--- config.mk ---
export PLATFORM = sky130hd
export DESIGN_NAME = xbus_cycle_gen
export DESIGN_NICKNAME = d
export VERILOG_FILES = /design/src/rtl/xbus_pkg.sv /design/src/rtl/xbus_phase_ctr.sv /design/src/rtl/xbus_cycle_reg.sv /design/src/rtl/xbus_strobe_gen.sv /design/src/rtl/xbus_port_mux.sv /design/src/rtl/xbus_cycle_gen.sv
export SDC_FILE = /design/constraint.sdc
export NUM_CORES = 1
export LEC_CHECK = 0
export BUFFER_PORTS_ARGS = -buffer_cell sky130_fd_sc_hd__buf_2
export CORE_MARGIN = 2
export CORE_UTILIZATION = 34
export DETAILED_ROUTE_END_ITERATION = 6
export PLACE_DENSITY_LB_ADDON = 0.12
export SLEW_MARGIN = 20
export SYNTH_ARGS = -nofsm -noshare
export SYNTH_HDL_FRONTEND = slang
export SYNTH_SLANG_ARGS = --single-unit
export TNS_END_PERCENT = 20
--- constraint.sdc ---
create_clock -name clk -period 1.55 [get_ports clk]
set_input_delay 0.31 -clock clk [delete_from_list [all_inputs] [get_ports clk]]
set_output_delay 0.31 -clock clk [all_outputs]
set_load 0.005 [all_outputs]
--- src/rtl/xbus_pkg.sv ---
// Package: shared request encoding for the external bus cycle generator.
// Assumes the request code is fixed as listed (bench relies on it).
package xbus_pkg;
    typedef enum logic [1:0] {
        REQ_NONE  = 2'b00,
        REQ_FETCH = 2'b01,
        REQ_READ  = 2'b10,
        REQ_WRITE = 2'b11
    } xreq_e;
endpackage

--- src/rtl/xbus_phase_ctr.sv ---
// Phase counter: counts oscillator clocks 0..CYCLE_LEN-1 and flags the last
// phase of a machine cycle. Assumes CYCLE_LEN >= 2.
module xbus_phase_ctr #(
    parameter int CYCLE_LEN = 12,
    parameter int PH_W      = $clog2(CYCLE_LEN)
) (
    input  logic            clk,
    input  logic            rst_n,
    output logic [PH_W-1:0] ph,
    output logic            last
);
    localparam logic [PH_W-1:0] PH_LAST = PH_W'(CYCLE_LEN - 1);

    // Last phase of the machine cycle.
    assign last = (ph == PH_LAST);

    // Advance the phase, wrapping at the cycle end.
    always_ff @(posedge clk) begin
        if (!rst_n)     ph <= '0;
        else if (last)  ph <= '0;
        else            ph <= ph + 1'b1;
    end
endmodule

--- src/rtl/xbus_cycle_reg.sv ---
// Cycle register: samples the access pin during reset, captures the request
// at the machine-cycle boundary and decides internal versus external code.
// Assumes requests are discarded while idle or powered down.
module xbus_cycle_reg
    import xbus_pkg::*;
#(
    parameter int ADDR_W    = 16,
    parameter int INT_LIMIT = 16'h3FFF
) (
    input  logic              clk,
    input  logic              rst_n,
    input  logic              ea_pin,
    input  logic              last,
    input  logic              idle,
    input  logic              pd,
    input  xreq_e             req,
    input  logic [ADDR_W-1:0] addr,
    output xreq_e             cyc_type,
    output logic [ADDR_W-1:0] cyc_addr,
    output logic              ea_q,
    output logic              code_ext
);
    localparam logic [ADDR_W-1:0] LIMIT = ADDR_W'(INT_LIMIT);

    // Hold the access level seen while reset is asserted.
    always_ff @(posedge clk) begin
        if (!rst_n) ea_q <= ea_pin;
    end

    // Capture request type and address at the cycle boundary only.
    always_ff @(posedge clk) begin
        if (!rst_n) begin
            cyc_type <= REQ_NONE;
            cyc_addr <= '0;
        end else if (last) begin
            cyc_type <= (idle || pd) ? REQ_NONE : req;
            cyc_addr <= addr;
        end
    end

    // Code space above the internal limit, or any code with access low.
    assign code_ext = !ea_q || (cyc_addr > LIMIT);
endmodule

--- src/rtl/xbus_strobe_gen.sv ---
// Strobe generator: decodes the phase and current cycle into the latch pulse,
// code strobe, data strobes and chip select, then applies reset, idle,
// power-down and configuration overrides. Assumes an even CYCLE_LEN with two
// latch slots per machine cycle.
module xbus_strobe_gen
    import xbus_pkg::*;
#(
    parameter int CYCLE_LEN = 12,
    parameter int PH_W      = $clog2(CYCLE_LEN),
    parameter int ADDR_W    = 16,
    parameter int WIN_LO    = 16'h7FF0,
    parameter int WIN_HI_WR = 16'h7FFF
) (
    input  logic              rst_n,
    input  logic [PH_W-1:0]   ph,
    input  xreq_e             cyc_type,
    input  logic [ADDR_W-1:0] cyc_addr,
    input  logic              code_ext,
    input  logic              idle,
    input  logic              pd,
    input  logic              ale_off,
    input  logic              cs_gpio,
    input  logic              cs_gpio_val,
    output logic              ale,
    output logic              psen_n,
    output logic              rd_n,
    output logic              wr_n,
    output logic              mem_cs_n
);
    localparam int SLOTS    = 2;
    localparam int HALF     = CYCLE_LEN / SLOTS;
    localparam int ALE_W    = 2;
    localparam int PSEN_OFS = ALE_W + 1;
    localparam int PSEN_W   = 3;
    localparam int STB_OFS  = ALE_W + 3;
    localparam int STB_W    = 6;
    localparam logic [ADDR_W-1:0] W_LO = ADDR_W'(WIN_LO);
    localparam logic [ADDR_W-1:0] W_HI = ADDR_W'(WIN_HI_WR);

    logic [SLOTS-1:0] ale_slot;
    logic [SLOTS-1:0] psen_slot;
    logic             stb_win;
    logic             is_fetch, is_data, ext_fetch;
    logic             rd_ok, wr_ok;

    // One latch window and one code-strobe window per half cycle.
    for (genvar s = 0; s < SLOTS; s++) begin : g_slot
        localparam int BASE = s * HALF;
        assign ale_slot[s]  = (ph >= PH_W'(BASE)) && (ph < PH_W'(BASE + ALE_W));
        assign psen_slot[s] = (ph >= PH_W'(BASE + PSEN_OFS)) &&
                              (ph < PH_W'(BASE + PSEN_OFS + PSEN_W));
    end

    // Data strobe window after the first latch pulse.
    assign stb_win = (ph >= PH_W'(STB_OFS)) && (ph < PH_W'(STB_OFS + STB_W));

    // Cycle classification and register-window qualification.
    assign is_fetch  = (cyc_type == REQ_FETCH);
    assign is_data   = (cyc_type == REQ_READ) || (cyc_type == REQ_WRITE);
    assign ext_fetch = is_fetch && code_ext;
    assign rd_ok     = (cyc_type == REQ_READ) && (cyc_addr < W_LO);
    assign wr_ok     = (cyc_type == REQ_WRITE) &&
                       !((cyc_addr >= W_LO) && (cyc_addr <= W_HI));

    // Latch pulse: power-down low, idle high, config off, data skips slot 1.
    always_comb begin
        if (!rst_n || pd)  ale = 1'b0;
        else if (idle)     ale = 1'b1;
        else if (ale_off)  ale = 1'b0;
        else               ale = ale_slot[0] || (ale_slot[1] && !is_data);
    end

    // Code strobe: power-down forces low, idle and reset force high.
    always_comb begin
        if (!rst_n)        psen_n = 1'b1;
        else if (pd)       psen_n = 1'b0;
        else if (idle)     psen_n = 1'b1;
        else               psen_n = !(ext_fetch && (|psen_slot));
    end

    // Data strobes, inactive in reset, idle and power-down.
    always_comb begin
        rd_n = 1'b1;
        wr_n = 1'b1;
        if (rst_n && !idle && !pd) begin
            rd_n = !(rd_ok && stb_win);
            wr_n = !(wr_ok && stb_win);
        end
    end

    // Chip select, or a plain driven level in general-purpose mode.
    always_comb begin
        if (cs_gpio)                     mem_cs_n = cs_gpio_val;
        else if (!rst_n || idle || pd)   mem_cs_n = 1'b1;
        else                             mem_cs_n = !ext_fetch;
    end
endmodule

--- src/rtl/xbus_port_mux.sv ---
// Port mux: replaces port register values by address bytes during external
// cycles. Assumes ADDR_W >= 15 and 8-bit ports.
module xbus_port_mux #(
    parameter int ADDR_W = 16,
    parameter int PORT_W = 8
) (
    input  logic              ext_cyc,
    input  logic              loaden,
    input  logic              hi_en,
    input  logic [ADDR_W-1:0] cyc_addr,
    input  logic [PORT_W-1:0] p1_sfr,
    input  logic [PORT_W-1:0] p2_sfr,
    output logic [PORT_W-1:0] p1,
    output logic [PORT_W-1:0] p2
);
    localparam int HI_BITS = PORT_W - 1;

    logic lo_sel, hi_sel;

    // Steering selects for each port.
    assign lo_sel = ext_cyc && loaden;
    assign hi_sel = ext_cyc && hi_en;

    // Low address byte onto port 1.
    assign p1 = lo_sel ? cyc_addr[PORT_W-1:0] : p1_sfr;

    // Upper address bits onto port 2, top bit always from the register.
    for (genvar b = 0; b < PORT_W; b++) begin : g_p2
        if (b < HI_BITS) begin : g_addr
            assign p2[b] = hi_sel ? cyc_addr[PORT_W + b] : p2_sfr[b];
        end else begin : g_keep
            assign p2[b] = p2_sfr[b];
        end
    end
endmodule

--- src/rtl/xbus_cycle_gen.sv ---
// Top: external memory bus cycle generator. Ties the phase counter, cycle
// register, strobe generator and port mux together. Assumes one request per
// machine cycle offered by the core and held around the cycle boundary.
module xbus_cycle_gen
    import xbus_pkg::*;
#(
    parameter int ADDR_W    = 16,
    parameter int PORT_W    = 8,
    parameter int CYCLE_LEN = 12,
    parameter int INT_LIMIT = 16'h3FFF,
    parameter int WIN_LO    = 16'h7FF0,
    parameter int WIN_HI_WR = 16'h7FFF
) (
    input  logic              clk,
    input  logic              rst_n,
    input  logic [1:0]        req_i,
    input  logic [ADDR_W-1:0] addr_i,
    input  logic              ea_pin_i,
    input  logic              loaden_i,
    input  logic              idle_i,
    input  logic              pd_i,
    input  logic              cfg_addren_i,
    input  logic              cfg_ale_off_i,
    input  logic              cfg_cs_gpio_i,
    input  logic              cs_gpio_val_i,
    input  logic [PORT_W-1:0] p1_sfr_i,
    input  logic [PORT_W-1:0] p2_sfr_i,
    output logic              ale_o,
    output logic              psen_n_o,
    output logic              rd_n_o,
    output logic              wr_n_o,
    output logic              mem_cs_n_o,
    output logic [PORT_W-1:0] p1_o,
    output logic [PORT_W-1:0] p2_o
);
    localparam int PH_W = $clog2(CYCLE_LEN);

    logic [PH_W-1:0]   ph_q;
    logic              last_ph;
    xreq_e             cyc_type;
    logic [ADDR_W-1:0] cyc_addr;
    logic              ea_q;
    logic              code_ext;
    logic              ext_cyc;

    xbus_phase_ctr #(.CYCLE_LEN(CYCLE_LEN), .PH_W(PH_W)) u_ph (
        .clk(clk), .rst_n(rst_n), .ph(ph_q), .last(last_ph)
    );

    xbus_cycle_reg #(.ADDR_W(ADDR_W), .INT_LIMIT(INT_LIMIT)) u_cyc (
        .clk(clk), .rst_n(rst_n), .ea_pin(ea_pin_i), .last(last_ph),
        .idle(idle_i), .pd(pd_i), .req(xreq_e'(req_i)), .addr(addr_i),
        .cyc_type(cyc_type), .cyc_addr(cyc_addr), .ea_q(ea_q),
        .code_ext(code_ext)
    );

    xbus_strobe_gen #(
        .CYCLE_LEN(CYCLE_LEN), .PH_W(PH_W), .ADDR_W(ADDR_W),
        .WIN_LO(WIN_LO), .WIN_HI_WR(WIN_HI_WR)
    ) u_stb (
        .rst_n(rst_n), .ph(ph_q), .cyc_type(cyc_type), .cyc_addr(cyc_addr),
        .code_ext(code_ext), .idle(idle_i), .pd(pd_i),
        .ale_off(cfg_ale_off_i), .cs_gpio(cfg_cs_gpio_i),
        .cs_gpio_val(cs_gpio_val_i), .ale(ale_o), .psen_n(psen_n_o),
        .rd_n(rd_n_o), .wr_n(wr_n_o), .mem_cs_n(mem_cs_n_o)
    );

    // A cycle that puts an address on the external bus.
    assign ext_cyc = ((cyc_type == REQ_FETCH) && code_ext) ||
                     (cyc_type == REQ_READ) || (cyc_type == REQ_WRITE);

    xbus_port_mux #(.ADDR_W(ADDR_W), .PORT_W(PORT_W)) u_port (
        .ext_cyc(ext_cyc), .loaden(loaden_i), .hi_en(!ea_q || cfg_addren_i),
        .cyc_addr(cyc_addr), .p1_sfr(p1_sfr_i), .p2_sfr(p2_sfr_i),
        .p1(p1_o), .p2(p2_o)
    );
endmodule

* After elaboration in Yosys (flattened, before gate mapping) *
Index checks and enable logic that the tools add are counted.

storage, ports and cells
  register bits = 23
  logic and storage cells = 82

cells by class
  $add $sub $neg = 1
  order comparisons = 14
  eq/ne operators = 4
  mux-type cells = 19
  bitwise gates (word level) = 1
  reductions and logical operators = 39

operators with widths
  operator                                                                         number
  1-bit logical AND                                                                17
  1-bit two-way mux                                                                17
  16-bit by 15-bit >= comparator with 1-bit output (second input constant)         1
  16-bit by 14-bit > comparator with 1-bit output (second input constant)          1
  16-bit by 15-bit <= comparator with 1-bit output (second input constant)         1
  16-bit by 15-bit less-than comparator with 1-bit output (second input constant)  1
  4-bit less-than comparator (second input constant)                               3
  1-bit zero test                                                                  10
  1-bit logical OR                                                                 10
  4-bit by 3-bit >= comparator with 1-bit output (second input constant)           2
  8-bit two-way mux                                                                1
  4-bit by 1-bit adder with 4-bit output (second input constant)                   1
  2-bit == test (second input constant)                                            2
  4-bit == test (second input constant)                                            1
  4-bit by 1-bit >= comparator with 1-bit output (second input constant)           1
  4-bit by 2-bit >= comparator with 1-bit output (second input constant)           1
  4-bit >= comparator (second input constant)                                      1
  4-bit by 2-bit less-than comparator with 1-bit output (second input constant)    1
  4-bit by 3-bit less-than comparator with 1-bit output (second input constant)    1
  2-bit OR reduction                                                               2
  2-bit by 1-bit == test with 1-bit output (second input constant)                 1
  2-bit two-way mux                                                                1
  1-bit inverter                                                                   1

* Logic depth before layout (Yosys ltp) *
Gate-level depths: netlist of the first run.

  word-level depth = 8
  mapped depth = 6
  mapped depth without buffers = 5

* Hierarchy *
Synthesis of the first run repeated with hierarchy kept, for this count alone.

second synthesis, totals
  cell total of the unflattened synthesis = 129
  area total of the unflattened synthesis = 1252.5 um2

by module, submodules not included
  module           instances  cells each  area each (um2)
  xbus_cycle_reg   1          63          703.2
  xbus_port_mux    1          18          188.9
  xbus_phase_ctr   1          18          175.2
  xbus_strobe_gen  1          28          171.4
  xbus_cycle_gen   1          2           13.8

* Worst setup path before layout of the first run *
No wires, ideal clock.

  kind = flip-flop to output port
  from = reg u_cyc.ea_q
  to = out p1_o[0]
  arrival time = 1.266 ns
  required time = 1.240 ns
  slack = -0.026 ns
  cell stages (with the launch flop) = 4
  buffers on the path = 0
  cells stage by stage = edfxtp_1 -> nor4b_4 -> nor3b_4 -> mux2_2

between the ends
  word-level cells in the longest chain between the ends = 7

ends and longest elaborated chain
  what                      line                  source
  start: declaration        xbus_cycle_reg.sv:20  output logic ea_q,
  start signal: assignment  xbus_cycle_reg.sv:27  if (!rst_n) ea_q <= ea_pin;
  1-bit zero test           xbus_cycle_reg.sv:42  assign code_ext = !ea_q || (cyc_addr > LIMIT);
  1-bit logical OR          xbus_cycle_reg.sv:42
  1-bit logical AND         xbus_cycle_gen.sv:69  assign ext_cyc = ((cyc_type == REQ_FETCH) && code_ext) ||
  1-bit logical OR          xbus_cycle_gen.sv:69
  1-bit logical OR          xbus_cycle_gen.sv:70  (cyc_type == REQ_READ) || (cyc_type == REQ_WRITE);
  1-bit logical AND         xbus_port_mux.sv:21   assign lo_sel = ext_cyc && loaden;
  8-bit two-way mux         xbus_port_mux.sv:25   assign p1 = lo_sel ? cyc_addr[PORT_W-1:0] : p1_sfr;
  end: declaration          xbus_cycle_gen.sv:33  output logic [PORT_W-1:0] p1_o,

Every way passes these cells.

* Worst setup path in the final report of the first run *
  from = reg u_cyc.cyc_addr[15]
  to = out p1_o[1]

between the ends
  word-level cells in the longest chain between the ends = 7

ends and longest elaborated chain
  what                                             line                  source
  start: declaration                               xbus_cycle_reg.sv:19  output logic [ADDR_W-1:0] cyc_addr,
  start signal: assignment                         xbus_cycle_reg.sv:37  cyc_addr <= addr;
  16-bit by 14-bit > comparator with 1-bit output  xbus_cycle_reg.sv:42
  1-bit logical OR                                 xbus_cycle_reg.sv:42
  1-bit logical AND                                xbus_cycle_gen.sv:69
  1-bit logical OR                                 xbus_cycle_gen.sv:69
  1-bit logical OR                                 xbus_cycle_gen.sv:70
  1-bit logical AND                                xbus_port_mux.sv:21
  8-bit two-way mux                                xbus_port_mux.sv:25

Every way passes these cells.

==> results.toml, run 1 <==
[clock_tree]
cts-root-buf = "clkbuf_8"
cts_tree = "built"
cts_sinks = 23
cts_inserted_buffers = 3
holdBufCountCts = 0
cts.clk_slew.worst_paths_ns = 0.08
htreeDepth = 1
clk_latency_ns = 0.26
clock_path_buffers = 2

[detailed_routing]
drt_first_pass_iters = 4
drt_wl_total_mm = 3.55
drc = 0
wl_per_cell_um = 12.8
drt_iter0_drc = 59
drt-vias-per-instance = 4.81
num_vias = 1332
ant_nets = 0

[grt]
grt_first_pass_wirelength_mm = 5.49
grt_antenna_before_repair = 0
overflow = 0
track_usage = 0.167
grt_max_degree = 20
grt_pass1_vias = 1209

[floorplanning]
die_h_um = 65.1
pin_count = 65
row_count = 22
initial_core_util = 0.349
die_x_um = 65.1
die_area_um2 = 4230
core_um2 = 3630

[sta]
worst_slew_margin_rel = 0.748
fin_crit_ns = 2.00
hold_viol = 0
final.setup.tns_ns = -7.58
min_period_over_period = 1.29
fmax_ghz = 0.499
setup_violations = 20
setup_ws_ns = -0.454
skew_ns = 0.00106
rsz0062_at_grt = "true"
fin_hold_ws_ns = 0.234
worst_pin_slew_ns = 0.377
drv_slew = 0

[synth]
avgSynthCellArea_um2 = 8.39
synth_ff_type = "dfxtp_1"
syn_area_um2 = 1270
yosysWarnings = 0
synth_cells = 151
synth_top_area_frac = 0.347
yosys.area.top_type = "dfxtp_1"
ys_ff_latch = 23
yosysSeqAreaShare = 0.371
synthesis.nets = 198
synth.distinct_cells = 34
ys_async_sr_fraction = 0
synth.area.top_cells = "dfxtp_1 (35%), mux2_2 (13%), nand2_1 (11%)"
synth-edff-count = 1

[critical_path]
path_cells = "nor4b_4 > nor3b_4 > buf_12 > mux2_4 > buf_6"
start_kind = "flop"
cp.arrival_ns = 1.69
max_stage_delay_ns = 0.41
setup.worst_path.end_class = "output pin"
required_ns = 1.24
critPathMaxFanout = 8
path_buf_inv = 2
worst_path_max_delay_cell = "nor4b_4"
crit_family = "simple AND/OR/NAND/NOR gates"
path_class = "flop to output pin"

[layout]
final_layout_size_suffix_gt1_frac = 0.507
mostFrequentLayoutCell = "buf_2"
fillers = 358
final_area_um2 = 1960
syn_to_final_growth_pct = 54.6
fin_nets = 277
n_antenna_cell = 0
layout_common_cells = "buf_2 (53), nand2_1 (36), a21oi_1 (23)"

[power]
power-per-cell-area_nw_per_um2 = 617
leakage_nw = 0.836
ir_drop_v = 0.000353

[placed_design]
post-dp-hpwl_mm = 2.60
placedInstanceArea_um2 = 1780
portBuffers = 62
routabilityCongestion = 0.800

[flow_run]
max_cap_viol_count = 0

[status]
violations = "setup timing"
status = "complete, but fails checks"

[min_path]
worstHoldPathType = "primary input to flop"
stage by stage:
step / cells / setup slack, ns / util / power, mW
detailed placement: 272 / -0.160 / 0.489 / 0.816
floorplan: 151 / -0.00686 / - / 0.703
finish: 277 / -0.454 / 0.539 / 1.21
global placement: 272 / -0.140 / 0.489 / 0.812
CTS: 277 / -0.450 / 0.518 / 1.20
global route: 277 / -0.520 / 0.539 / 1.27
final cells by class:
class | instances | area, µm² | area share
Clock inverter | 1 | 5.00 | 0.00255
Clock buffer | 3 | 41.3 | 0.0211
Multi-Input combinational cell | 118 | 812 | 0.414
Tap cell | 48 | 60.1 | 0.0307
Timing Repair Buffer | 80 | 547 | 0.279
Sequential cell | 23 | 479 | 0.245
Inverter | 4 | 15.0 | 0.00766
cells in the mapped netlist, types with 2 or more instances:
library cell and number:
inv_1 4, nor3_1 4, nor2_1 5, buf_2 3, clkbuf_1 2, nand4_1 2, nand3_1 4, nand3b_1 2
ha_1 3, mux2_2 15, dfxtp_1 22, nand2_1 36, nand2b_1 4, a21oi_1 23, nor2b_1 3
cell families after synthesis:
| family | Yosys count | synth area share |
|---|---|---|
| AO/OA/AOI/OAI | 28 | 0.120 |
| AND/OR/NAND/NOR | 72 | 0.310 |
| adder cells (fa/ha/maj) | 3 | 0.0296 |
| multiplexers | 15 | 0.133 |
| flip-flops | 23 | 0.371 |
| buffers and inverters | 10 | 0.0355 |
where the power goes:
| part | leakage (nW) | total [mW] | internal, mW | switching [mW] |
|---|---|---|---|---|
| registers | 0.190 | 0.610 | 0.603 | 0.00713 |
| logic | 0.620 | 0.227 | 0.139 | 0.0884 |
| clock network | 0.0255 | 0.373 | 0.179 | 0.194 |
| total | 0.836 | 1.21 | 0.921 | 0.289 |
registers in the layout, summed over array words and instances, names as in the netlist:
register and flops:
u_cyc.cyc_type 2, u_ph.ph 4, u_cyc.ea_q 1, u_cyc.cyc_addr 16
final timing paths:
| check | from | endpoint | slack [ns] | cells past startpoint |
|---|---|---|---|---|
| setup / recovery | u_cyc.cyc_addr[15]$_SDFFE_PN0P_ | p1_o[1] | -0.45 | 5 |
| hold / removal | ea_pin_i | u_cyc.ea_q$_DFFE_PN_ | 0.23 | 1 |
| setup reg to reg | u_ph.ph[1]$_SDFF_PP0_ | u_cyc.cyc_type[1]$_SDFFE_PN0P_ | 0.23 | 6 |
| hold reg to reg | u_cyc.cyc_addr[3]$_SDFFE_PN0P_ | u_cyc.cyc_addr[3]$_SDFFE_PN0P_ | 0.47 | 2 |
per-layer routing:
| layer | part of all wire | routed length [µm] | vias to the layer above | global-route usage |
|---|---|---|---|---|
| met3 | 0.061 | 218 | 2 | 0.0260 |
| met5 | 0 | 0 | - | 0 |
| li1 | - | - | 684 | - |
| met4 | 0.0056 | 20 | 0 | 0.0547 |
| met2 | 0.50 | 1780 | 39 | 0.284 |
| met1 | 0.43 | 1530 | 607 | 0.216 |
worst register-to-register path: cells and delay by family, from the launching register on:
kind / cells / cell delay [ns]
compound gates: 1 / 0.15
fa+ha+maj: 1 / 0.17
buf+inv: 2 / 0.29
flops: 1 / 0.35
simple gates: 2 / 0.29
repair_timing:
item | 4_1_cts | 5_1_grt
resized for setup | 15 | 16
pin swaps | 4 | 3
setup buffers | 2 | 1
setup endpoints to repair | 20 | 20
Power figures use the tool's default switching activity.
==> run 2, diff against run 1 <==
--- a/config.mk
+++ b/config.mk
@@ -5,7 +5,7 @@
 export SDC_FILE = /design/constraint.sdc
 export NUM_CORES = 1
 export LEC_CHECK = 0
-export BUFFER_PORTS_ARGS = -buffer_cell sky130_fd_sc_hd__buf_2
+export BUFFER_PORTS_ARGS = -buffer_cell sky130_fd_sc_hd__buf_4
 export CORE_MARGIN = 2
 export CORE_UTILIZATION = 34
 export DETAILED_ROUTE_END_ITERATION = 6
==> run 2 against run 1 <==
Net effect: the flow still finishes with violations (setup timing); sequential share of layout area down 1.9 points; worst hold slack lost 0.0094 ns; die area is the same; critical path depth unchanged; routed wire length grew 3.0%; worst setup slack worse by 0.0066 ns.
==> results.toml, run 2 (synthesis results as in run 1) <==
[status]
status = "complete, but fails checks"
violations = "setup timing"

[power]
combPwrFrac = 0.218
p_seq_frac = 0.487
clkPwrFrac = 0.295
p_switching_mw = 0.291
leakage_nw = 0.895
internal_power_mw = 0.963
swShare = 0.232
ir_drop_v = 0.000297
power-per-cell-area_nw_per_um2 = 588

[clock_tree]
cts_inserted_buffers = 3
clk_latency_ns = 0.26
cts_sinks = 23
cts.clk_slew.worst_paths_ns = 0.08
cts_tree = "built"
htreeDepth = 1
cts-root-buf = "clkbuf_8"
clock_path_buffers = 2

[grt]
grt_antenna_before_repair = 0
grt_pass1_vias = 1295
track_usage = 0.172
overflow = 0
grt_first_pass_wirelength_mm = 5.67
grt_max_degree = 20

[detailed_routing]
drc = 0
drt_wl_total_mm = 3.65
drt-vias-per-instance = 4.93
num_vias = 1365
drt_first_pass_iters = 4
wl_per_cell_um = 13.2
ant_nets = 0
drt_iter0_drc = 31

[layout]
fillers = 344
multi_input_area_um2 = 843
regArea_um2 = 480
final_layout_size_suffix_gt1_frac = 0.533
final_area_um2 = 2130
syn_to_final_growth_pct = 68.2
n_antenna_cell = 0
fin_nets = 277
largestRegisters = "u_cyc.cyc_addr: 16 flops, u_ph.ph: 4 flops, u_cyc.cyc_type: 2 flops"
largest_register_ffs = 16
post_layout_nonfiller_instances = 277
layout_common_cells = "buf_4 (64), nand2_1 (36), a21oi_1 (20)"
mostFrequentLayoutCell = "buf_4"
regMostFlops = "u_cyc.cyc_addr"

[floorplanning]
die_h_um = 65.1
row_count = 22
core_um2 = 3630
pin_count = 65
die_x_um = 65.1
die_area_um2 = 4230
initial_core_util = 0.349

[sta]
worst_slew_margin_rel = 0.754
setup_violations = 20
setup_ws_ns = -0.461
fin_crit_ns = 2.01
hold_viol = 0
drv_slew = 0
skew_ns = 0.00291
final.setup.tns_ns = -7.47
fmax_ghz = 0.497
worst_pin_slew_ns = 0.367
fin_hold_ws_ns = 0.225
min_period_over_period = 1.30
rsz0062_at_grt = "true"

[critical_path]
cp.depth = 5
path_cells = "nor4b_4 > nor3b_4 > buf_12 > mux2_4 > buf_6"
critPathMaxFanout = 8
r2r_cells = 6
path_buf_inv = 2
path_class = "flop to output pin"
worst_path_max_delay_cell = "edfxtp_1"
setup.worst_path.end_class = "output pin"
crit_family = "flip-flops"
max_stage_delay_ns = 0.43
start_kind = "flop"
cp.arrival_ns = 1.70
required_ns = 1.24

[placed_design]
routabilityCongestion = 0.779
dp.cells = 273
portBuffers = 62
post-dp-hpwl_mm = 2.67
placedInstanceArea_um2 = 1940

[min_path]
min_path_cells = 1
worstHoldPathType = "primary input to flop"

[flow_run]
max_cap_viol_count = 0
-- run 2: cell count changes in the layout (fill, tap and decap cells not counted), moves of 2 or more --
cell,change
a21oi_2,+3
buf_6,+2
a21oi_1,-3
buf_2,-53
buf_4,+51
-- run 2: worst paths after layout --
check,startpoint,slack (ns),end
worst max register to register,u_ph.ph[1]$_SDFF_PP0_,0.19,u_cyc.cyc_type[1]$_SDFFE_PN0P_
worst max-delay path,u_cyc.ea_q$_DFFE_PN_,-0.46,p1_o[3]
worst min register to register,u_cyc.cyc_addr[3]$_SDFFE_PN0P_,0.46,u_cyc.cyc_addr[3]$_SDFFE_PN0P_
worst min-delay path,ea_pin_i,0.22,u_cyc.ea_q$_DFFE_PN_
-- run 2: per-layer routing --
metal  share of wire  global-route usage
met2            0.51               0.305
met3           0.043              0.0243
met4           0.012              0.0547
met5               0                   0
met1            0.44               0.215
-- run 2: final cells by class --
class / instances / share of cell area
inverter: 4 / 0.00704
clock buffer: 3 / 0.0194
tap: 48 / 0.0282
sequential: 23 / 0.225
clock inverter: 1 / 0.00235
multi-input combinational: 118 / 0.396
timing repair buffer: 80 / 0.322
-- run 2: power groups by stage --
| stage | clock [mW] | combinational, mW | sequential, mW |
|---|---|---|---|
| after global routing | 0.409 | 0.294 | 0.612 |
| after CTS | 0.379 | 0.248 | 0.611 |
| after detailed placement | 0 | 0.236 | 0.625 |
| final | 0.370 | 0.274 | 0.611 |
| after floorplan | 0 | 0.0763 | 0.627 |
| after global placement | 0 | 0.232 | 0.624 |
-- run 2: repair_timing --
action                     in CTS  in global routing
buffers inserted                1                  0
hold buffers                    0                  0
setup endpoints to repair      20                 20
gates resized for setup        14                 27
pin swaps                       2                  7
-- run 2: stage by stage --
stage,power [mW],setup WS [ns],utilization
floorplan,0.703,-0.00686,-
global placement,0.856,-0.121,0.534
detailed placement,0.860,-0.165,0.534
CTS,1.24,-0.441,0.560
global route,1.31,-0.516,0.587
finish,1.25,-0.461,0.587
